File: config.mk
export PLATFORM = sky130hd
export DESIGN_NAME = pfslot_merge
export DESIGN_NICKNAME = d
export VERILOG_FILES = /design/src/rtl/pfm_pkg.sv /design/src/rtl/pfm_cand_bank.sv /design/src/rtl/pfm_rr_pick.sv /design/src/rtl/pfm_out_stage.sv /design/src/rtl/pfslot_merge.sv
export SDC_FILE = /design/constraint.sdc
export NUM_CORES = 1
export LEC_CHECK = 0
export ABC_AREA = 0
export BUFFER_PORTS_ARGS = -buffer_cell sky130_fd_sc_hd__buf_2
export CAP_MARGIN = 20
export CORE_UTILIZATION = 50
export CTS_CLUSTER_DIAMETER = 50
export DETAILED_ROUTE_END_ITERATION = 12
export GPL_TIMING_DRIVEN = 0
export HOLD_SLACK_MARGIN = 0.15
export PLACE_DENSITY = 0.81
export SETUP_SLACK_MARGIN = 0.05
export SLEW_MARGIN = 20
export SYNTH_ARGS = -nofsm -noshare
export SYNTH_HDL_FRONTEND = slang
export SYNTH_HIERARCHICAL = 1
export SYNTH_SLANG_ARGS = --single-unit
File: constraint.sdc
create_clock -name clk -period 2.45 [get_ports clk]
set_input_delay 0.1225 -clock clk [delete_from_list [all_inputs] [get_ports clk]]
set_output_delay 0.1225 -clock clk [all_outputs]
set_load 0.02 [all_outputs]
File: src/rtl/pfm_pkg.sv
package pfm_pkg;

  typedef enum logic [1:0] {
    MSG_RD   = 2'b00,
    MSG_WR   = 2'b01,
    MSG_SLOT = 2'b10,
    MSG_PF   = 2'b11
  } msg_kind_e;

  function automatic logic kind_is_slot(input logic [1:0] kind);
    return kind == MSG_SLOT;
  endfunction

  // Next round-robin position after idx, wrapping at n.
  function automatic int rr_after(input int idx, input int n);
    return (idx + 1 >= n) ? 0 : idx + 1;
  endfunction

  // Position off steps above base, wrapping at n.
  function automatic int rr_offset(input int base, input int off, input int n);
    int s;
    s = base + off;
    return (s >= n) ? s - n : s;
  endfunction

endpackage

File: src/rtl/pfm_cand_bank.sv
module pfm_cand_bank #(
  parameter int N_PROC = 4,
  parameter int ADDR_W = 32,
  parameter int PID_W  = 2
) (
  input  logic              clk,
  input  logic              rst_n,
  input  logic              wr_en,
  input  logic [PID_W-1:0]  wr_pid,
  input  logic [ADDR_W-1:0] wr_addr,
  input  logic              iss_en,
  input  logic [PID_W-1:0]  iss_pid,
  input  logic              rsp_en,
  input  logic [PID_W-1:0]  rsp_pid,
  output logic [N_PROC-1:0] pend,
  output logic [N_PROC-1:0] outst,
  output logic [ADDR_W-1:0] slot_addr [N_PROC]
);

  for (genvar i = 0; i < N_PROC; i++) begin : g_proc
    logic hit_wr, hit_iss, hit_rsp;
    assign hit_wr  = wr_en  && (wr_pid  == PID_W'(i));
    assign hit_iss = iss_en && (iss_pid == PID_W'(i));
    assign hit_rsp = rsp_en && (rsp_pid == PID_W'(i));

    // Candidate register: write wins over issue-clear.
    always_ff @(posedge clk) begin
      if (!rst_n) begin
        pend[i]      <= 1'b0;
        slot_addr[i] <= '0;
      end else if (hit_wr) begin
        pend[i]      <= 1'b1;
        slot_addr[i] <= wr_addr;
      end else if (hit_iss) begin
        pend[i]      <= 1'b0;
      end
    end

    // In-flight flag: issue sets, completion clears.
    always_ff @(posedge clk) begin
      if (!rst_n)        outst[i] <= 1'b0;
      else if (hit_iss)  outst[i] <= 1'b1;
      else if (hit_rsp)  outst[i] <= 1'b0;
    end
  end

endmodule

File: src/rtl/pfm_rr_pick.sv
module pfm_rr_pick #(
  parameter int N_PROC = 4,
  parameter int PID_W  = 2
) (
  input  logic              clk,
  input  logic              rst_n,
  input  logic [N_PROC-1:0] elig,
  input  logic              adv_en,
  output logic              found,
  output logic [PID_W-1:0]  pick_pid
);
  import pfm_pkg::*;

  logic [PID_W-1:0] ptr;

  always_comb begin
    found    = 1'b0;
    pick_pid = '0;
    for (int off = 0; off < N_PROC; off++) begin
      int idx;
      idx = rr_offset(int'(ptr), off, N_PROC);
      if (!found && elig[idx]) begin
        found    = 1'b1;
        pick_pid = PID_W'(idx);
      end
    end
  end

  always_ff @(posedge clk) begin
    if (!rst_n)      ptr <= '0;
    else if (adv_en) ptr <= PID_W'(rr_after(int'(pick_pid), N_PROC));
  end

endmodule

File: src/rtl/pfm_out_stage.sv
module pfm_out_stage #(
  parameter int ADDR_W = 32,
  parameter int PID_W  = 2
) (
  input  logic              clk,
  input  logic              rst_n,
  input  logic              load,
  input  logic [1:0]        nxt_kind,
  input  logic [ADDR_W-1:0] nxt_addr,
  input  logic [PID_W-1:0]  nxt_pid,
  output logic              q_valid,
  output logic [1:0]        q_kind,
  output logic [ADDR_W-1:0] q_addr,
  output logic [PID_W-1:0]  q_pid
);

  always_ff @(posedge clk) begin
    if (!rst_n) q_valid <= 1'b0;
    else        q_valid <= load;
  end

  always_ff @(posedge clk) begin
    if (!rst_n) begin
      q_kind <= '0;
      q_addr <= '0;
      q_pid  <= '0;
    end else if (load) begin
      q_kind <= nxt_kind;
      q_addr <= nxt_addr;
      q_pid  <= nxt_pid;
    end
  end

endmodule

File: src/rtl/pfslot_merge.sv
module pfslot_merge #(
  parameter int N_PROC = 4,
  parameter int ADDR_W = 32,
  localparam int PID_W = (N_PROC > 1) ? $clog2(N_PROC) : 1
) (
  input  logic              clk,
  input  logic              rst_n,
  input  logic              in_valid,
  input  logic [1:0]        in_kind,
  input  logic [ADDR_W-1:0] in_addr,
  input  logic [PID_W-1:0]  in_pid,
  output logic              in_ready,
  input  logic              oq_full,
  output logic              out_valid,
  output logic [1:0]        out_kind,
  output logic [ADDR_W-1:0] out_addr,
  output logic [PID_W-1:0]  out_pid,
  input  logic              cand_we,
  input  logic [PID_W-1:0]  cand_pid,
  input  logic [ADDR_W-1:0] cand_addr,
  input  logic              rsp_done,
  input  logic [PID_W-1:0]  rsp_pid
);
  import pfm_pkg::*;

  // Named internal events, also observed by the checker.
  logic              accept;
  logic              is_slot;
  logic              found;
  logic              slot_fire;
  logic              emit;
  logic [PID_W-1:0]  pick_pid;
  logic [N_PROC-1:0] pend;
  logic [N_PROC-1:0] outst;
  logic [N_PROC-1:0] elig;
  logic [ADDR_W-1:0] slot_addr [N_PROC];

  logic [1:0]        nxt_kind;
  logic [ADDR_W-1:0] nxt_addr;
  logic [PID_W-1:0]  nxt_pid;

  assign in_ready  = !oq_full;
  assign accept    = in_valid && in_ready;
  assign is_slot   = kind_is_slot(in_kind);
  assign elig      = pend & ~outst;
  assign slot_fire = accept && is_slot && found;
  assign emit      = accept && (!is_slot || found);

  always_comb begin
    if (is_slot) begin
      nxt_kind = MSG_PF;
      nxt_addr = slot_addr[pick_pid];
      nxt_pid  = pick_pid;
    end else begin
      nxt_kind = in_kind;
      nxt_addr = in_addr;
      nxt_pid  = in_pid;
    end
  end

  pfm_cand_bank #(.N_PROC(N_PROC), .ADDR_W(ADDR_W), .PID_W(PID_W)) u_bank (
    .clk       (clk),
    .rst_n     (rst_n),
    .wr_en     (cand_we),
    .wr_pid    (cand_pid),
    .wr_addr   (cand_addr),
    .iss_en    (slot_fire),
    .iss_pid   (pick_pid),
    .rsp_en    (rsp_done),
    .rsp_pid   (rsp_pid),
    .pend      (pend),
    .outst     (outst),
    .slot_addr (slot_addr)
  );

  pfm_rr_pick #(.N_PROC(N_PROC), .PID_W(PID_W)) u_pick (
    .clk      (clk),
    .rst_n    (rst_n),
    .elig     (elig),
    .adv_en   (slot_fire),
    .found    (found),
    .pick_pid (pick_pid)
  );

  pfm_out_stage #(.ADDR_W(ADDR_W), .PID_W(PID_W)) u_out (
    .clk      (clk),
    .rst_n    (rst_n),
    .load     (emit),
    .nxt_kind (nxt_kind),
    .nxt_addr (nxt_addr),
    .nxt_pid  (nxt_pid),
    .q_valid  (out_valid),
    .q_kind   (out_kind),
    .q_addr   (out_addr),
    .q_pid    (out_pid)
  );

endmodule

Word level (Yosys, flattened, before mapping)

Index checks and enable logic that the tools add are counted.

Flip-flop bits (word level): 175
Bits of input ports: 78

Add/subtract/negate cells: 8
Order comparisons: 10
Eq/ne operators: 10
Mux-type cells: 47
Bitwise logic cells: 3
Reductions and logical operators: 36

Operators by type and width:

| cell                    | count |
|---|---|
| $mux W32                | 7 |
| $lt A32 B4 Y1 const B   | 4 |
| $ge A32 B4 Y1 const B   | 3 |
| $sub A32 B4 Y32 const B | 3 |
| $bmux W32 S2            | 1 |
| $mux W1                 | 28 |
| $logic_and A1 B1 Y1     | 19 |
| $reduce_bool A2 Y1      | 8 |
| $eq A2 B2 Y1 const B    | 7 |
| $mux W2                 | 7 |
| $bmux W1 S2             | 4 |
| $add A2 B1 Y3 const B   | 2 |
| $add A2 B2 Y3 const B   | 2 |
| $eq A2 B1 Y1 const B    | 3 |
| $ge A3 B3 Y1 const B    | 2 |
| $logic_not A2 Y1        | 3 |
| $logic_not A1 Y1        | 5 |
| $and A4 B4 Y4           | 1 |
| $not A4 Y4              | 1 |
| $sub A2 B3 Y4 const B   | 1 |
| $ge A2 B3 Y1 const B    | 1 |
| $not A2 Y3              | 1 |
| $logic_or A1 B1 Y1      | 1 |

Depth between registers and ports, before layout

Depth in word-level cells: 20
Gate-level depth with buffers: 10

Hierarchy

The synthesis kept the hierarchy.

Modules (own cells, without submodules):

| module        | instances | cells an instance | area each (um2) |
|---|---|---|---|
| pfm_cand_bank | 1         | 487               | 4963.5 |
| pfm_out_stage | 1         | 117               | 1415.1 |
| pfslot_merge  | 1         | 90                | 1405.1 |
| pfm_rr_pick   | 1         | 22                | 165.2 |

Least setup slack after synthesis

Ideal clock, no wire load.

Kind: register to register
From: register u_bank.pend[1]
To: register u_out.q_addr[0]
Setup time: 116 ps
Data arrival time: 2319 ps
Required time: 2334 ps
Setup slack: 15 ps
Stages on the path, launching flop included: 11
Buffers on the path: 2
Period minus slack after synthesis: 2435 ps
Path through: dfxtp_1 nor2b_1 inv_1 a221o_1 a21oi_4 buf_6 buf_12 mux4_2 mux2_4 mux2i_1 nor2b_1

Longest elaborated chain between the ends: 19
Elaborated cells between the ends (all ways): 34
Classes of those cells: 24 x mux; 2 x bitwise; 8 x reduce/logical

RTL lines:

| what                                             | RTL line            | text |
|---|---|---|
| start, declared                                  | pfm_cand_bank.sv:15 | `output logic [N_PROC-1:0] pend,` |
| start signal, assigned by index                  | pfm_cand_bank.sv:29 | `pend[i] <= 1'b0;` |
| start signal, assigned by index                  | pfm_cand_bank.sv:32 | `pend[i] <= 1'b1;` |
| start signal, assigned by index                  | pfm_cand_bank.sv:35 | `pend[i] <= 1'b0;` |
| $and A4 B4 Y4 (*)                                | pfslot_merge.sv:45  | `assign elig = pend & ~outst;` |
| via elig[1]                                      | pfslot_merge.sv:35  | `logic [N_PROC-1:0] elig;` |
| $bmux W1 S2                                      | pfm_rr_pick.sv:22   | `if (!found && elig[idx]) begin` |
| $mux W1 (not written as such) (2 in series)      | pfm_rr_pick.sv:22   |  |
| $mux W1                                          | pfm_rr_pick.sv:22   |  |
| $logic_not A1 Y1                                 | pfm_rr_pick.sv:22   |  |
| $logic_and A1 B1 Y1                              | pfm_rr_pick.sv:22   |  |
| $mux W1                                          | pfm_rr_pick.sv:22   |  |
| [... 4 more ...]                                 | n/a                 |  |
| $logic_and A1 B1 Y1                              | pfm_rr_pick.sv:22   |  |
| $mux W2 (*)                                      | pfm_rr_pick.sv:22   |  |
| via pick_pid[0]                                  | pfslot_merge.sv:32  | `logic [PID_W-1:0] pick_pid;` |
| $not A2 Y3 (not written as such) (*)             | pfslot_merge.sv:52  | `nxt_addr = slot_addr[pick_pid];` |
| $bmux W32 S2 (*)                                 | pfslot_merge.sv:52  |  |
| $mux W32 (not written as such) (*) (2 in series) | pfslot_merge.sv:52  |  |
| $mux W32 (*)                                     | pfslot_merge.sv:50  | `if (is_slot) begin` |
| via nxt_addr[0]                                  | pfslot_merge.sv:39  | `logic [ADDR_W-1:0] nxt_addr;` |
| end signal, assigned                             | pfm_out_stage.sv:29 | `q_addr <= nxt_addr;` |
| end, declared                                    | pfm_out_stage.sv:13 | `output logic [ADDR_W-1:0] q_addr,` |

The timed path passes the listed nets; every way through them passes the cells marked *. The select of a mux whose other input is x is not followed.
A chain may end at the register's enable or synchronous reset.

Final worst setup path

From: register u_bank.pend[1]
To: register u_out.q_addr[9]

The elaborated chain is that of the path after synthesis.

==> run summary <==
The longest clock path from root to sink contains 2 buffers. The kind of launch point of the worst setup path is a flip-flop. TritonCTS built the clock tree. The number of cells after detailed placement came out at ~1,000. From synthesis to final layout, the design area changed by 29.33%. In this run the most critical hold path is launched from cand_we.

In the final layout, the multi-input gates occupy between 4000 and 5000 µm². The checks that failed: negative setup slack. The worst endpoint required time is 2770 ps. The placement-stage worst setup slack came out at -239.1 ps. The cell that appears most often on the critical path is buf_12. The remaining routing DRC violations is 0. The peak supply drop is about 530 µV. The final max-slew violation count came out at 0. The count of different cell masters after synthesis came out at 37. Clock-pin slew was measured on the worst setup and hold paths at ~70 ps. The synthesized net count came out at between 700 and 800. The worst hold path passes through 4 cells.

The met3 track demand over resource came out at under 10%. For this block, the routed nets add up to around 20 mm of wire. The final critical path time including I/O delays and setup is between 2000 and 2500 ps. The final layout contains between 1,000 and 1,500 nets. The core outline area came out at between 15,000 and 20,000 µm². The port buffer count is 115. The global-route wire length before repair is between 30 and 40 mm. The cell count after synthesis came out at between 700 and 800. The post-route setup TNS is -102.1 ps.

For flop-to-flop paths, the worst setup slack is -40 ps. The maximum fanout encountered on the critical timing path came out at 7. The global routing met1 resource utilization came out at between 30% and 40%. Setup violations remaining at the end of the flow were counted as 5. For this run, the share of the core covered by cells in the final layout is 66.88%. The total via count after detailed routing is 6,141. The number of iterations in the first detailed-routing pass came out at 8. Walking the worst path, the cells encountered are nor2b_4 -> inv_2 -> a221o_1 -> a21oi_4 -> buf_12 -> buf_12 -> mux4_2 -> mux2_4 -> mux2i_1 -> nor2b_1. The number of antenna violations at the first check in global routing came out at 1. Clock skew on the completed layout was measured at 4.464 ps. The first-iteration detailed-routing DRC count is approximately 320. By area the synthesized netlist is led by dfxtp_1 (44%), mux2i_1 (21%), mux4_2 (8.2%), nand2_1 (8.0%), mux2_4 (5.5%). The slowest cell on the critical path is mux4_2. The number of global-route vias before repair is 6,323. The remaining global-route overflow is 0.

The placed wire-length estimate after detailed placement came out at between 10 and 15 mm. The slew of the pin with the lowest slew margin came out at 645.8 ps. Of all cell types, the one taking the most synthesized area is dfxtp_1. In this run the horizontal extent of the chip is ~130 µm.

The share of the synthesized area in the top cell type is between 40% and 50%. The floorplan step defined a die boundary enclosing about 16,000 µm². CTS placed an instance of clkbuf_16 at the clock tree root.

Sequential cells were found to cover between 40% and 50% of the synthesized design area. The Yosys warning count is 6. In this run the worst hold path is classified as primary input to flip-flop. The height of the chip is 128.1 µm. The clock tree synthesis step divided the H-tree into 4 levels. The setup path with the least slack is of type flip-flop to flip-flop. In this run the power density over the cells is ~650 nW/µm². Setup repair after global routing could not meet its margin everywhere.

The worst-skew pair later-pin latency is roughly 430 ps. The number of hold violations in the final report is 0. The synthesized netlist occupies a cell area of around 7900 µm². The global routing stage identified its most utilized layer as met2. The type of element capturing the critical path is a flip-flop.

The sequential cell area in the final layout is 3505 µm². The depth of the worst register-to-register path is 10. Clock tree synthesis found a total of about 180 sinks. The post-detailed-route count of antenna-violating nets came out at 0. The total number of placement rows came out at 45. For this run, the top clock speed supported by timing is roughly 400 MHz. The leakage power of the design is between 4 and 5 nW. The initial standard-cell utilization of the core came out at between 50% and 60%. At the worst endpoint, the arrival time is between 2000 and 3000 ps. The number of non-filler instances in the completed layout is between 1,000 and 1,500. Averaged over all synthesized cells, the footprint is between 10 and 15 µm². The delay of the slowest cell on the worst path is 510 ps.

The number of filler cells placed in the layout came out at roughly 1,100. The average wire per cell in the routed design is between 15 and 20 µm. The met2 capacity usage during global routing came out at 45.27%. Across all setup checks in the final design, the least slack found is -37.71 ps. The maximum number of pins on one net before global-route repair came out at 17.

The register bit count reported by yosys came out at around 180. The post-route netlist has between 20 and 30% of its cells at a drive strength greater than 1. The endpoint identified for the worst register-to-register timing path is u_out/q_addr[9]. The worst register-to-register path begins at u_bank/pend[1]. For hold timing, the worst endpoint is u_bank/slot_addr[33]. The count of pins on the block boundary is ~120. At the end of routability-driven placement, the weighted congestion stood at 0.7908. Across the run, the number of max-cap violations was 0.

The detailed-route vias per instance is around 5.3. The start point of the critical path is u_bank/pend[1]. The portion of the clock cycle consumed by the worst path in the final layout came out at 101.5%. The overall fraction of global-route tracks in use came out at about a quarter. The number of buffers created by CTS is 17. The relative slew slack is 56.95%. The run finished, with violations left.
how the worst max path moves through the flow:
stage | to | slack, ps | cells after the start
CTS | u_out/q_addr[12] | -40 | 11
detailed placement | u_out/q_addr[16] | -240 | 10
finish | u_out/q_addr[9] | -40 | 10
floorplan | u_out/q_addr[0] | 80 | 10
global placement | u_out/q_addr[3] | -180 | 10
global route | u_out/q_addr[0] | -120 | 10
cell usage in the layout, fill, tap and decap left out, types with 2 or more instances in the layout:
cell	Yosys	layout
dfxtp_1	175	174
nand2_1	169	169
mux2i_1	164	163
buf_2	20	132
dlygate4sd3_1	0	74
nor2b_1	42	39
mux4_2	29	32
mux2_4	29	32
clkbuf_1	17	20
clkbuf_16	0	17
buf_4	1	11
buf_12	6	8
inv_1	6	5
buf_6	5	5
buf_1	5	5
and3b_1	5	5
o2bb2ai_1	5	5
and3_1	3	3
clkinvlp_4	0	3
clkinv_2	0	3
bufinv_16	0	3
o22ai_1	3	3
a21oi_1	3	3
nand2b_1	2	2
mux2_2	5	2
nor2b_4	0	2
nand3_1	2	2
nor3b_1	2	2
inv_2	1	2
o21ai_0	2	2
critical path, delay by kind of cell (launching register included):
kind,cells,cell delay [ps]
compound gates,2,520
buf+inv,3,340
mux,3,960
simple gates,2,220
flops,1,330
cell families after synthesis:
kind of cell	count (synthesis)	share of synthesized area, %
DFF	175	44.07
muxes	230	36.05
AOI/OAI and AO/OA	19	1.873
buffers and inverters	61	4.943
and+or+nand+nor	230	12.95
xor gates and xnor gates	1	0.1102
report_power, final:
part	switching, mW	internal (mW)
sequential	0.0541	2.95
clock	1.11	1.63
combinational	0.460	0.505
synth_stat cells, drive strengths merged:
library cell	number
a21oi	5
a221o	1
and2	1
and3	3
and3b	5
buf	37
clkbuf	17
dfxtp	175
inv	7
mux2	34
mux2i	164
mux4	32
nand2	169
nand2b	2
nand3	2
nand3b	1
nor2	1
nor2b	42
nor3b	2
o211a	1
o21a	1
o21ai	2
o221ai	1
o22ai	3
o2bb2ai	5
or2	1
or3b	1
xnor2	1
final cells by class:
cell class,instances,share of cell area (%)
tap,211,2.568
buffer,54,3.737
sequential,175,34.09
clock buffer,22,4.418
antenna,1,0.02434
multi-input combinational,480,39.69
inverter,7,0.2556
timing repair buffer,199,13.89
clock inverter,10,1.327
timing repair:
item | in CTS | in global routing
buffers inserted | 8 | 1
endpoints found under the hold margin | 170 | 0
endpoints found under the setup margin | 32 | 32
gates cloned | 2 | 0
gates resized for setup | 17 | 6
hold buffers | 74 | 0
pin swaps | 3 | 2
state kept, by name (all words and copies together), names as in the netlist:
register / count
u_bank/slot_addr: 128
u_out/q_kind: 2
u_out/q_valid: 1
u_out/q_addr: 32
u_bank/pend: 4
u_bank/outst: 4
u_out/q_pid: 2
u_pick/ptr: 2
per-layer routing:
layer / part of all wire (%) / wire (µm) / vias to the layer above
met4: 2.4 / 480 / 0
li1: - / - / 2913
met3: 4.8 / 965 / 36
met5: 0 / 0 / -
met1: 42 / 8513 / 2994
met2: 50 / 10070 / 198
stage by stage:
step	hold slack [ps]	power [mW]	instance area [µm²]
2_1_floorplan	250.7	3.634	7951
4_1_cts	191.0	6.738	10280
6_report	203.8	6.707	10280
5_1_grt	198.5	6.926	10280
3_5_place_dp	436.7	3.881	8791
3_3_place_gp	426.3	3.864	8791
(Power assumes the default switching activity.)
